File: config.mk
export PLATFORM = sky130hd
export DESIGN_NAME = cpl_seg_decoder
export DESIGN_NICKNAME = d
export VERILOG_FILES = /design/src/rtl/cpl_seg_pkg.sv /design/src/rtl/cpl_seg_flag_check.sv /design/src/rtl/cpl_seg_build.sv /design/src/rtl/cpl_seg_out_stage.sv /design/src/rtl/cpl_seg_decoder.sv
export SDC_FILE = /design/constraint.sdc
export NUM_CORES = 1
export LEC_CHECK = 0
export ABC_AREA = 1
export CAP_MARGIN = 40
export CELL_PAD_IN_SITES_DETAIL_PLACEMENT = 2
export CELL_PAD_IN_SITES_GLOBAL_PLACEMENT = 2
export CORE_MARGIN = 3
export CORE_UTILIZATION = 23
export DETAILED_ROUTE_END_ITERATION = 16
export PLACE_DENSITY = 0.88
export SLEW_MARGIN = 20
export SYNTH_ARGS = -nofsm -noshare
export SYNTH_HDL_FRONTEND = slang
export SYNTH_SLANG_ARGS = --single-unit
export TNS_END_PERCENT = 100
File: constraint.sdc
create_clock -name clk -period 4.1 [get_ports clk]
set_clock_uncertainty 0.2 [all_clocks]
set_input_delay 0.615 -clock clk [delete_from_list [all_inputs] [get_ports clk]]
set_output_delay 0.615 -clock clk [all_outputs]
set_load 0.02 [all_outputs]
File: src/rtl/cpl_seg_pkg.sv
package cpl_seg_pkg;
   localparam int DEF_DATA_W = 512;
   localparam int DEF_SLOTS  = 4;
   localparam int DWORD_W    = 32;
   localparam int MAX_SLOTS  = 8;

   function automatic int count_ones(input logic [MAX_SLOTS-1:0] v);
      int n;
      n = 0;
      for (int i = 0; i < MAX_SLOTS; i++) n += int'(v[i]);
      return n;
   endfunction

   function automatic logic is_thermo(input logic [MAX_SLOTS-1:0] v);
      return ((v & (v + 1'b1)) == '0);
   endfunction
endpackage

File: src/rtl/cpl_seg_flag_check.sv
module cpl_seg_flag_check
   import cpl_seg_pkg::*;
#(
   parameter int SLOTS = DEF_SLOTS,
   parameter int PTR_W = $clog2(SLOTS),
   parameter int CNT_W = $clog2(SLOTS + 2)
) (
   input  logic [SLOTS-1:0]       sop_flags,
   input  logic [SLOTS*PTR_W-1:0] sop_ptr,
   input  logic [SLOTS-1:0]       eop_flags,
   output logic [CNT_W-1:0]       n_sop,
   output logic [CNT_W-1:0]       n_eop,
   output logic                   code_err
);
   logic [SLOTS-1:0] ptr_bad;

   generate
      for (genvar i = 0; i < SLOTS; i++) begin : g_ptr
         // start slot i may not sit on a lane below i
         assign ptr_bad[i] = sop_flags[i] &&
                             (int'(sop_ptr[i*PTR_W +: PTR_W]) < i);
      end
   endgenerate

   always_comb begin
      logic [MAX_SLOTS-1:0] s_ext, e_ext;
      s_ext = MAX_SLOTS'(sop_flags);
      e_ext = MAX_SLOTS'(eop_flags);
      n_sop = CNT_W'(count_ones(s_ext));
      n_eop = CNT_W'(count_ones(e_ext));
      // non-thermometer flag vectors are reserved
      code_err = !is_thermo(s_ext) || !is_thermo(e_ext) || (|ptr_bad);
   end
endmodule

File: src/rtl/cpl_seg_build.sv
module cpl_seg_build #(
   parameter int SLOTS  = 4,
   parameter int DWORDS = 16,
   parameter int PTR_W  = $clog2(SLOTS),
   parameter int IDX_W  = $clog2(DWORDS),
   parameter int CNT_W  = $clog2(SLOTS + 2)
) (
   input  logic                   open_q,
   input  logic [SLOTS*PTR_W-1:0] sop_ptr,
   input  logic [SLOTS*IDX_W-1:0] eop_ptr,
   input  logic [CNT_W-1:0]       n_sop,
   input  logic [CNT_W-1:0]       n_eop,
   output logic [SLOTS-1:0]       mask,
   output logic [SLOTS*IDX_W-1:0] first,
   output logic [SLOTS*IDX_W-1:0] last,
   output logic [SLOTS-1:0]       is_sop,
   output logic [SLOTS-1:0]       is_eop,
   output logic                   pair_err,
   output logic                   open_next
);
   localparam int LANE_DW = DWORDS / SLOTS;

   logic [CNT_W-1:0] n_seg;
   logic [SLOTS-1:0] order_bad;

   assign n_seg = n_sop + CNT_W'(open_q);

   generate
      for (genvar k = 0; k < SLOTS; k++) begin : g_slot
         logic [PTR_W-1:0] sp;
         logic [IDX_W-1:0] ep;
         if (k == 0) begin : g_first
            assign sp = sop_ptr[0 +: PTR_W];
         end else begin : g_rest
            // a continuation shifts start slots one segment up
            assign sp = open_q ? sop_ptr[(k-1)*PTR_W +: PTR_W]
                               : sop_ptr[k*PTR_W +: PTR_W];
         end
         assign ep        = eop_ptr[k*IDX_W +: IDX_W];
         assign mask[k]   = CNT_W'(k) < n_seg;
         assign is_sop[k] = mask[k] && !(open_q && (k == 0));
         assign is_eop[k] = mask[k] && (CNT_W'(k) < n_eop);
         assign first[k*IDX_W +: IDX_W] =
            is_sop[k] ? IDX_W'(int'(sp) * LANE_DW) : '0;
         assign last[k*IDX_W +: IDX_W] =
            is_eop[k] ? ep : (mask[k] ? IDX_W'(DWORDS - 1) : '0);
         // an end before its own start is illegal
         assign order_bad[k] = is_sop[k] && is_eop[k] &&
                               (ep < IDX_W'(int'(sp) * LANE_DW));
      end
   endgenerate

   // only the last segment may stay open
   assign pair_err  = (|order_bad) || (n_seg > CNT_W'(SLOTS)) ||
                      (n_eop > n_seg) || (n_seg > n_eop + 1'b1);
   assign open_next = n_seg > n_eop;
endmodule

File: src/rtl/cpl_seg_out_stage.sv
module cpl_seg_out_stage #(
   parameter int SLOTS = 4,
   parameter int IDX_W = 4
) (
   input  logic                   clk,
   input  logic                   rst_n,
   input  logic                   in_valid,
   output logic                   in_ready,
   input  logic [SLOTS-1:0]       d_mask,
   input  logic [SLOTS*IDX_W-1:0] d_first,
   input  logic [SLOTS*IDX_W-1:0] d_last,
   input  logic [SLOTS-1:0]       d_sop,
   input  logic [SLOTS-1:0]       d_eop,
   input  logic                   d_err,
   input  logic                   d_open,
   output logic                   open_q,
   output logic                   out_valid,
   input  logic                   out_ready,
   output logic [SLOTS-1:0]       q_mask,
   output logic [SLOTS*IDX_W-1:0] q_first,
   output logic [SLOTS*IDX_W-1:0] q_last,
   output logic [SLOTS-1:0]       q_sop,
   output logic [SLOTS-1:0]       q_eop,
   output logic                   err_q
);
   logic take;

   assign in_ready = !out_valid || out_ready;
   assign take     = in_valid && in_ready;

   always_ff @(posedge clk) begin
      if (!rst_n) begin
         out_valid <= 1'b0;
         open_q    <= 1'b0;
         err_q     <= 1'b0;
         q_mask    <= '0;
         q_first   <= '0;
         q_last    <= '0;
         q_sop     <= '0;
         q_eop     <= '0;
      end else if (take) begin
         out_valid <= 1'b1;
         open_q    <= d_open;
         err_q     <= err_q | d_err;
         q_mask    <= d_mask;
         q_first   <= d_first;
         q_last    <= d_last;
         q_sop     <= d_sop;
         q_eop     <= d_eop;
      end else if (out_ready) begin
         out_valid <= 1'b0;
      end
   end

   a_r1_accept_shows: assert property (@(posedge clk) disable iff (!rst_n)
      in_valid && in_ready |=> out_valid);
   a_r2_hold: assert property (@(posedge clk) disable iff (!rst_n)
      out_valid && !out_ready |=> out_valid && $stable(q_mask) &&
      $stable(q_first) && $stable(q_last) && $stable(q_sop) && $stable(q_eop));
   a_r2_no_ready: assert property (@(posedge clk) disable iff (!rst_n)
      out_valid && !out_ready |-> !in_ready);
   a_r11_sticky: assert property (@(posedge clk) disable iff (!rst_n)
      err_q |=> err_q);
endmodule

File: src/rtl/cpl_seg_decoder.sv
module cpl_seg_decoder
   import cpl_seg_pkg::*;
#(
   parameter  int DATA_W = DEF_DATA_W,
   parameter  int SLOTS  = DEF_SLOTS,
   localparam int DWORDS = DATA_W / DWORD_W,
   localparam int PTR_W  = $clog2(SLOTS),
   localparam int IDX_W  = $clog2(DWORDS),
   localparam int CNT_W  = $clog2(SLOTS + 2)
) (
   input  logic                   clk,
   input  logic                   rst_n,
   input  logic                   in_valid,
   output logic                   in_ready,
   input  logic [SLOTS-1:0]       in_sop_flags,
   input  logic [SLOTS*PTR_W-1:0] in_sop_ptr,
   input  logic [SLOTS-1:0]       in_eop_flags,
   input  logic [SLOTS*IDX_W-1:0] in_eop_ptr,
   output logic                   out_valid,
   input  logic                   out_ready,
   output logic [SLOTS-1:0]       seg_mask,
   output logic [SLOTS*IDX_W-1:0] seg_first,
   output logic [SLOTS*IDX_W-1:0] seg_last,
   output logic [SLOTS-1:0]       seg_sop,
   output logic [SLOTS-1:0]       seg_eop,
   output logic                   proto_err
);
   generate
      if (DATA_W % DWORD_W != 0) begin : g_bad_width
         $error("DATA_W must be a whole number of Dwords");
      end
      if ((SLOTS < 1) || (SLOTS > MAX_SLOTS) || ((1 << PTR_W) != SLOTS)) begin : g_bad_slots
         $error("SLOTS must be a power of two up to MAX_SLOTS");
      end
      if ((DWORDS % SLOTS != 0) || ((1 << IDX_W) != DWORDS)) begin : g_bad_lanes
         $error("Dword count must be a power of two divisible by SLOTS");
      end
   endgenerate

   logic [CNT_W-1:0]       n_sop, n_eop;
   logic                   code_err, pair_err, open_next, open_q;
   logic [SLOTS-1:0]       b_mask, b_sop, b_eop;
   logic [SLOTS*IDX_W-1:0] b_first, b_last;

   cpl_seg_flag_check #(.SLOTS(SLOTS), .PTR_W(PTR_W), .CNT_W(CNT_W)) u_check (
      .sop_flags (in_sop_flags),
      .sop_ptr   (in_sop_ptr),
      .eop_flags (in_eop_flags),
      .n_sop     (n_sop),
      .n_eop     (n_eop),
      .code_err  (code_err)
   );

   cpl_seg_build #(.SLOTS(SLOTS), .DWORDS(DWORDS), .PTR_W(PTR_W),
                   .IDX_W(IDX_W), .CNT_W(CNT_W)) u_build (
      .open_q    (open_q),
      .sop_ptr   (in_sop_ptr),
      .eop_ptr   (in_eop_ptr),
      .n_sop     (n_sop),
      .n_eop     (n_eop),
      .mask      (b_mask),
      .first     (b_first),
      .last      (b_last),
      .is_sop    (b_sop),
      .is_eop    (b_eop),
      .pair_err  (pair_err),
      .open_next (open_next)
   );

   cpl_seg_out_stage #(.SLOTS(SLOTS), .IDX_W(IDX_W)) u_out (
      .clk       (clk),
      .rst_n     (rst_n),
      .in_valid  (in_valid),
      .in_ready  (in_ready),
      .d_mask    (b_mask),
      .d_first   (b_first),
      .d_last    (b_last),
      .d_sop     (b_sop),
      .d_eop     (b_eop),
      .d_err     (code_err | pair_err),
      .d_open    (open_next),
      .open_q    (open_q),
      .out_valid (out_valid),
      .out_ready (out_ready),
      .q_mask    (seg_mask),
      .q_first   (seg_first),
      .q_last    (seg_last),
      .q_sop     (seg_sop),
      .q_eop     (seg_eop),
      .err_q     (proto_err)
   );

   a_r3_mask_contig: assert property (@(posedge clk) disable iff (!rst_n)
      out_valid |-> ((seg_mask & (seg_mask + 1'b1)) == '0));
   a_r5_eop_in_mask: assert property (@(posedge clk) disable iff (!rst_n)
      out_valid |-> ((seg_eop & ~seg_mask) == '0) && ((seg_sop & ~seg_mask) == '0));
   a_r6_cont_at_zero: assert property (@(posedge clk) disable iff (!rst_n)
      out_valid && seg_mask[0] && !seg_sop[0] |-> seg_first[IDX_W-1:0] == '0);
   a_r6_only_first_cont: assert property (@(posedge clk) disable iff (!rst_n)
      out_valid |-> (seg_sop | {{(SLOTS-1){1'b0}}, 1'b1} | ~seg_mask) == '1);
endmodule

==> results of run 1 <==
[cells in the final DEF (no fill, tap or decap), types with 2 or more instances in the layout]
master           Yosys  final
clkdlybuf4s50_1      0     74
nor2_1              25     25
o21ai_0             19     19
conb_1               1      8
nand2_1             73     73
inv_1               38     38
a21oi_1             30     30
buf_4               11      5
inv_2                3      3
or2_2                2      2
fa_1                 4      4
dfxtp_1             36     36
nand3_1              8      8
a31oi_1              4      4
clkinv_1             2      2
ha_1                19     19
clkbuf_8             3      5
[flip-flops by register name, indices dropped and copies added (netlist names)]
| signal | cells |
|---|---|
| u_out.q_sop | 4 |
| u_out.open_q | 1 |
| u_out.q_eop | 4 |
| u_out.out_valid | 1 |
| u_out.q_first | 8 |
| u_out.q_last | 16 |
| u_out.err_q | 1 |
| u_out.q_mask | 1 |
[routing by layer]
metal / global-route usage, % / wire length, microns / vias to the layer above / part of all wire, %
met2: 24.2 / 3550 / 48 / 50
met3: 1.69 / 271 / 4 / 3.9
met5: 0 / 0 / - / 0
met4: 3.88 / 56 / 0 / 0.80
met1: 16.5 / 3150 / 1032 / 45
li1: - / - / 1058 / -
[layout make-up]
type,count,area (sq um),area share [%]
Clock buffer,5,68.8,2.25
Clock inverter,3,42.5,1.39
Inverter,43,161,5.29
Multi-Input combinational cell,204,1150,37.5
Sequential cell,36,721,23.6
Tap cell,108,135,4.43
Timing Repair Buffer,79,778,25.5
[metrics by stage]
step	setup WS, ns	setup TNS [ns]
after floorplan	0.703	0
after global placement	0.115	0
after detailed placement	-0.0527	-0.0527
after CTS	0.274	0
after global routing	0.0797	0
final	0.281	0
[power breakdown]
group	switching, mW	internal [mW]
Clock	0.131	0.180
Combinational	0.293	0.224
Sequential	0.0270	0.390
[critical path, cell delays in order]
cell and delay (ns):
clkdlybuf4s50_1 0.51, inv_1 0.06, ha_1 0.30, fa_1 0.49, inv_1 0.04, ha_1 0.19, fa_1 0.47, ha_1 0.35
nand2_1 0.07, or2_2 0.27, nand2_1 0.08, nand2_1 0.05, nor2_1 0.10, nand2_1 0.07, nand2_1 0.06, a21oi_1 0.06
[worst min-delay path by stage]
stage	end	slack, ns	cells past startpoint
global placement	u_out.q_first[6]	0.25	2
CTS	u_out.q_last[11]	0.27	2
global route	u_out.q_last[11]	0.30	2
finish	u_out.q_last[11]	0.27	2
floorplan	u_out.err_q	0.33	2
detailed placement	u_out.q_last[11]	0.26	2
[logic make-up after synthesis]
logic type	Yosys count	share of synthesized area, %
AND/OR/NAND/NOR	114	21.7
AO/OA/AOI/OAI	58	14.8
flip-flops	36	33.4
multiplexers	1	0.464
buffers and inverters	61	14.7
adder cells (fa/ha/maj)	23	14.7
other	1	0.174
==> key figures, run 1 <==
Cells and area
  • P&R area growth vs syn: 41.4%
  • N_diodes: 0
  • Filler Cells Inserted: about 1.1k
  • # nets final: 428
  • Final Core Density: 34.2%
  • Share of cells above drive strength 1: 6.49%
  • Non-Filler Instances: 478
  • Post-layout instance area: roughly 3000 sq um

Run status
  • Status: finished clean

Global routing
  • Largest net degree at the start of global routing: 38
  • Global-route wire length before repair: 11.2 mm
  • Vias in the first global route: around 2.3k
  • Grt total ovfl: 0
  • Antenna violations before repair: 0
  • Total Routing Usage GR: 13.4%

Synthesis
  • Synth Register Bits: 36
  • Leading area contributor after synthesis: dfxtp_1
  • Synth unique cells: 32
  • Synthesized cell area: 2160 sq um
  • Synth Warn #: 0
  • Async S/R FF share, synth: 0%
  • Share of Yosys cell area claimed by the top area cell type: 33.4%
  • Synthesized area per cell: between 7 and 8 sq um
  • Cell with the most instances after synthesis: nand2_1
  • Synth Instances: just under 300
  • Post-synth EDFFs: 0
  • Top_reg_cell synth: dfxtp_1
  • Register area share after synthesis: 33.4%
  • Synth area leaders: dfxtp_1 33%, nand2_1 13%, ha_1 11%
  • Commonest cells in the netlist: 73 x nand2_1, 38 x inv_1, 36 x dfxtp_1

Timing
  • Period utilization: 93.2%
  • Final setup violation count: 0
  • RSZ-0062 raised after global routing: false
  • Final Hold Viols: 0
  • Fmax: ~260 MHz
  • Slew Viols, Final: 0
  • Minimum clock period: about 3.8 ns
  • Hold Slack: 0.268 ns

Clocking
  • CTS Hold Bufs: 0
  • Clock Latency Late Sink: 0.29 ns
  • CTS tree: done
  • Post_cts resized: 0
  • CTS clk-pin slew, worst paths: ~0.080 ns
  • CTS max path bufs: 2
  • Setup bufs post-CTS: 0
  • Clock sinks: 36
  • CTS Root Cell: clkbuf_8
  • CTS H-tree depth: 2
  • CTS buffer count: 5

Drt
  • Via Count: about 2.1k
  • Final Routed Wirelength: approximately 7.0 mm
  • Pre-antenna DRT Iters: 4
  • 1st-iter DRT viols: 45
  • Drt wl/cell: 14.7 microns
  • Post-route ant nets: 0
  • Post-detailed-route via-to-cell ratio: ~4.5
  • DRC Markers: 0

Power
  • Pwr Density: between 400 and 500 nW/um^2
  • Power Total: 1.24 mW
  • Leakage: 1.32 nW
  • Max VDD drop: 0.134 mV

Job
  • Max cap viols: 0

Setup path
  • Reg2Reg Depth: 14
  • WP data required: 4.08 ns
  • Worst setup SP type: input pin
  • Arrival @ worst endpoint: 3.80 ns
  • R2R Path End: u_out.err_q
  • CP Max Fanout: 5
  • Crit end category: flip-flop
  • Crit path from: in_sop_flags[0]
  • CP endpoint: u_out.err_q
  • R2r setup slk: 0.63 ns
  • Crit Path Category: input pin to flip-flop
  • Worst r2r src: u_out.open_q

Floorplanning
  • Die Width: about 100 microns
  • CORE AREA: 8930 sq um
  • Initial Util: 24.2%
  • Die ar.: 10600 sq um
  • Cell row count: 34
  • Die span in y: 103 microns
  • # IOs: 83

Placement
  • # port buffers: 74
  • Cell count after placement: between 400 and 500
  • Placed Area: 2940 sq um
  • DP HPWL: a little under 6 mm
  • Routability cong.: 0.803

Hold path
  • Hold Crit Start: u_out.q_last[11]
  • Worst hold path type: flip-flop to flip-flop
(Power assumes the default switching activity.)
==> run 2, diff against run 1 <==
Settings changed: CORE_UTILIZATION 23 to 26, PLACE_DENSITY 0.88 to 0.91, SYNTH_HIERARCHICAL set to 1.
==> run 2 against run 1 <==
  * Area after synthesis is 50% higher
  * Routed wire length up 60%
  * First-iteration DRC count grew to 3.5 times the previous value
  * Maximum frequency increased by 1.9%
  * Combinational power increased by 34%
  * Critical path type unchanged
  * Utilization rose by 1.4 points
  * Non-clock buffer count grew 11
  * Total power increased by 32%
  * Flip-flop and latch count is 11 higher
  * Clock-buffer cell count did not move
  * Sequential share of layout area fell by 1.7 points
  * Largest cell class unchanged
==> key figures, run 2 <==
Power
  • Comb pwr share: 42.3% (+0.8 points)
  • Int Pwr: 1.00 mW (+26%)
  • Leakage: 2.18 nW (+65%)
  • Clock network power share: 25.3% (+0.3 points)
  • Net Switching: 0.636 mW (+41%)
  • Max VDD drop: 0.221 mV (+64%)
  • Switching share of power: 38.8% (+2.6 points)
  • Flop pwr share: 32.3% (-1.2 points)
  • Power Total: 1.64 mW (+32%)
  • Pwr Density: 381 nW/um^2 (-6.5%)

Clocking
  • Clock sinks: 47 (+31%)
  • CTS clk-pin slew, worst paths: 0.07 ns (about the same)
  • Setup bufs post-CTS: 0 (unchanged)
  • CTS buffer count: 5 (unchanged)
  • CTS H-tree depth: 2 (unchanged)
  • CTS max path bufs: 2 (unchanged)
  • CTS Root Cell: clkbuf_16
  • Clock Latency Late Sink: 0.29 ns (about the same)
  • CTS Hold Bufs: 0 (unchanged)
  • CTS tree: done

Synthesis
  • Cell with the most instances after synthesis: inv_1
  • Synth Area in Simple Gates: 29.7% (+8.0 points)
  • Async S/R FF share, synth: 0% (unchanged)
  • Top_reg_cell synth: dfxtp_1
  • Compound-Gate Fraction of Synth Area: 11.3% (-3.5 points)
  • Share of Yosys cell area claimed by the top area cell type: 29.1% (-4.3 points)
  • Synthesized cell area: 3230 sq um (+50%)
  • Register area share after synthesis: 29.1% (-4.3 points)
  • Adder-cell share of the synthesized area: 8.21% (-6.5 points)
  • Combinational family with the most area after synthesis: simple AND/OR/NAND/NOR gates
  • Post-synth EDFFs: 0 (unchanged)
  • Synth area leaders: dfxtp_1 29%, inv_1 13%, nand2_1 11%
  • Synth Register Bits: 47 (+31%)
  • Synth Instances: 514 (+75%)
  • Commonest cells in the netlist: 112 x inv_1, 94 x nand2_1, 59 x nor2_1
  • Synthesized area per cell: 6.29 sq um (-14%)
  • Synth Warn #: 6 (+6)
  • Leading area contributor after synthesis: dfxtp_1
  • Post-synthesis mux area share: 0.310% (-0.15 points)
  • Synth unique cells: 27 (-16%)
  • Synth Area in XOR/XNOR: 0% (unchanged)

Timing
  • Minimum clock period: 3.75 ns (-0.0730 ns)
  • Fmax: 267 MHz (+1.9%)
  • Slew Viols, Final: 0 (unchanged)
  • Setup TNS: 0 ns (unchanged)
  • Final Hold Viols: 0 (unchanged)
  • Final setup violation count: 0 (unchanged)
  • Period utilization: 91.4% (-1.8 points)
  • RSZ-0062 raised after global routing: false

Drt
  • DRC Markers: 0 (unchanged)
  • Post-detailed-route via-to-cell ratio: 4.51 (+0.57%)
  • 1st-iter DRT viols: 157 (+250%)
  • Final Routed Wirelength: 11.3 mm (+60%)
  • Via Count: 3380 (+58%)
  • Drt wl/cell: 15.0 microns (+2.2%)
  • Pre-antenna DRT Iters: 4 (unchanged)
  • Post-route ant nets: 0 (unchanged)

Hold path
  • Hold Path End: u_out/q_first[1]
  • Worst hold path type: flip-flop to flip-flop
  • Hold Path Cell Cnt: 2 (unchanged)
  • Hold Crit Start: u_out/q_first[1]

Setup path
  • Reg2Reg Depth: 17 (+3)
  • Arrival @ worst endpoint: 3.78 ns (-0.02 ns)
  • Worst setup SP type: input pin
  • Crit Path Category: input pin to flip-flop
  • R2R Path End: u_out/err_q
  • WP data required: 4.14 ns (+0.06 ns)
  • Crit end category: flip-flop
  • R2r setup slk: 1.54 ns (+0.91 ns)
  • Worst r2r src: u_out/open_q
  • CP Max Fanout: 3 (-2)

Global routing
  • Antenna violations before repair: 0 (unchanged)
  • Global-route wire length before repair: 18.7 mm (+68%)
  • Total Routing Usage GR: 16.4% (+3.0 points)
  • Largest net degree at the start of global routing: 93 (+140%)
  • Vias in the first global route: 3752 (+63%)
  • Grt total ovfl: 0 (unchanged)

Cells and area
  • P&R area growth vs syn: 32.9%
  • Filler Cells Inserted: 1485 (+41%)
  • Final Core Density: 35.6% (+1.4 points)
  • N_diodes: 0 (unchanged)
  • # nets final: 637 (+49%)
  • Share of cells above drive strength 1: 5.84% (-0.64 points)
  • Largest registers: u_out/q_first: 16 flops, u_out/q_last: 16 flops
  • Non-Filler Instances: 750 (+57%)
  • Commonest non-fill, non-tap cell in the layout: inv_1
  • Most frequent cells in the layout: 111 x inv_1, 94 x nand2_1, 78 x clkdlybuf4s50_1, 59 x nor2_1, 53 x nand3_1

Placement
  • # port buffers: 82 (+11%)
  • Routability cong.: 0.807 (+0.52%)
  • DP HPWL: 8.51 mm (+45%)
  • Cell count after placement: 739 (+57%)

Job
  • Max cap viols: 0 (unchanged)

Run status
  • Status: finished clean

Floorplanning
  • Die Width: 117 microns (+14%)
  • Die ar.: 13800 sq um (+30%)
  • Die span in y: 117 microns (+14%)
  • # IOs: 83 (unchanged)
  • CORE AREA: 12100 sq um (+35%)
  • Cell row count: 40 (+18%)
  • Initial Util: 26.8% (+2.6 points)
[run 2: cell families (layout without fill, tap and decap cells)]
group / Yosys count / count (layout)
compound gates: 72 / 72
fa+ha+maj: 20 / 20
buf+inv: 151 / 212
flops: 47 / 47
mux: 1 / 1
other cells: 1 / 8
simple gates: 222 / 222
[run 2: repair_timing]
item / CTS / global route
hold endpoints to repair: 0 / 0
gates resized for setup: 0 / 4
endpoints found under the setup margin: 0 / 1
[run 2: cell type report]
type / instances / area, sq um / share of cell area (%)
inverter: 114 / 428 / 9.96
clock inverter: 3 / 20.0 / 0.466
multi-input combinational: 323 / 1640 / 38.1
clock buffer: 5 / 125 / 2.91
tap: 168 / 210 / 4.89
timing repair buffer: 90 / 936 / 21.8
sequential: 47 / 941 / 21.9
[run 2: critical path: stages]
cell and delay [ns]:
clkdlybuf4s50_1 0.47, inv_1 0.06, fa_1 0.48, inv_1 0.04, ha_1 0.27, ha_1 0.21
ha_1 0.22, nand2_1 0.12, nand2_4 0.05, inv_1 0.06, ha_1 0.18, inv_1 0.08
or2_2 0.28, a21oi_1 0.14, nor2_1 0.07, nand4_1 0.08, inv_1 0.05, nand2_1 0.06
nand3_1 0.10, a21oi_2 0.13
[run 2: power by group through the flow]
stage / Combinational, mW / Sequential (mW) / Clock, mW
2_1_floorplan: 0.393 / 0.590 / 0
3_3_place_gp: 0.643 / 0.535 / 0
3_5_place_dp: 0.685 / 0.540 / 0
4_1_cts: 0.690 / 0.530 / 0.430
5_1_grt: 0.792 / 0.535 / 0.453
6_report: 0.693 / 0.529 / 0.415
[run 2: how the worst max path moves through the flow]
stage / start / end / slack, ns
finish: in_sop_flags[3] / u_out/err_q / 0.35
CTS: in_sop_flags[1] / u_out/err_q / 0.17
floorplan: in_sop_flags[0] / u_out/err_q / 0.72
global placement: in_sop_flags[1] / u_out/err_q / 0.16
detailed placement: in_sop_flags[1] / u_out/err_q / -0.15
global route: in_sop_flags[3] / u_out/err_q / 0.13
[run 2: through the flow]
stage / hold slack [ns] / area, sq um / worst slack [ns]
2_1_floorplan: 0.294 / 3260 / 0.721
3_3_place_gp: 0.260 / 4060 / 0.163
3_5_place_dp: 0.274 / 4060 / -0.149
4_1_cts: 0.287 / 4200 / 0.169
5_1_grt: 0.319 / 4300 / 0.128
6_report: 0.286 / 4300 / 0.354
[run 2: metal layers]
metal	track usage (%)	wire length, microns	up-vias
li1	-	-	1678
met1	19.1	4760	1633
met2	30.4	6020	59
met3	3.75	370	10
met4	3.96	121	0
met5	0	0	-
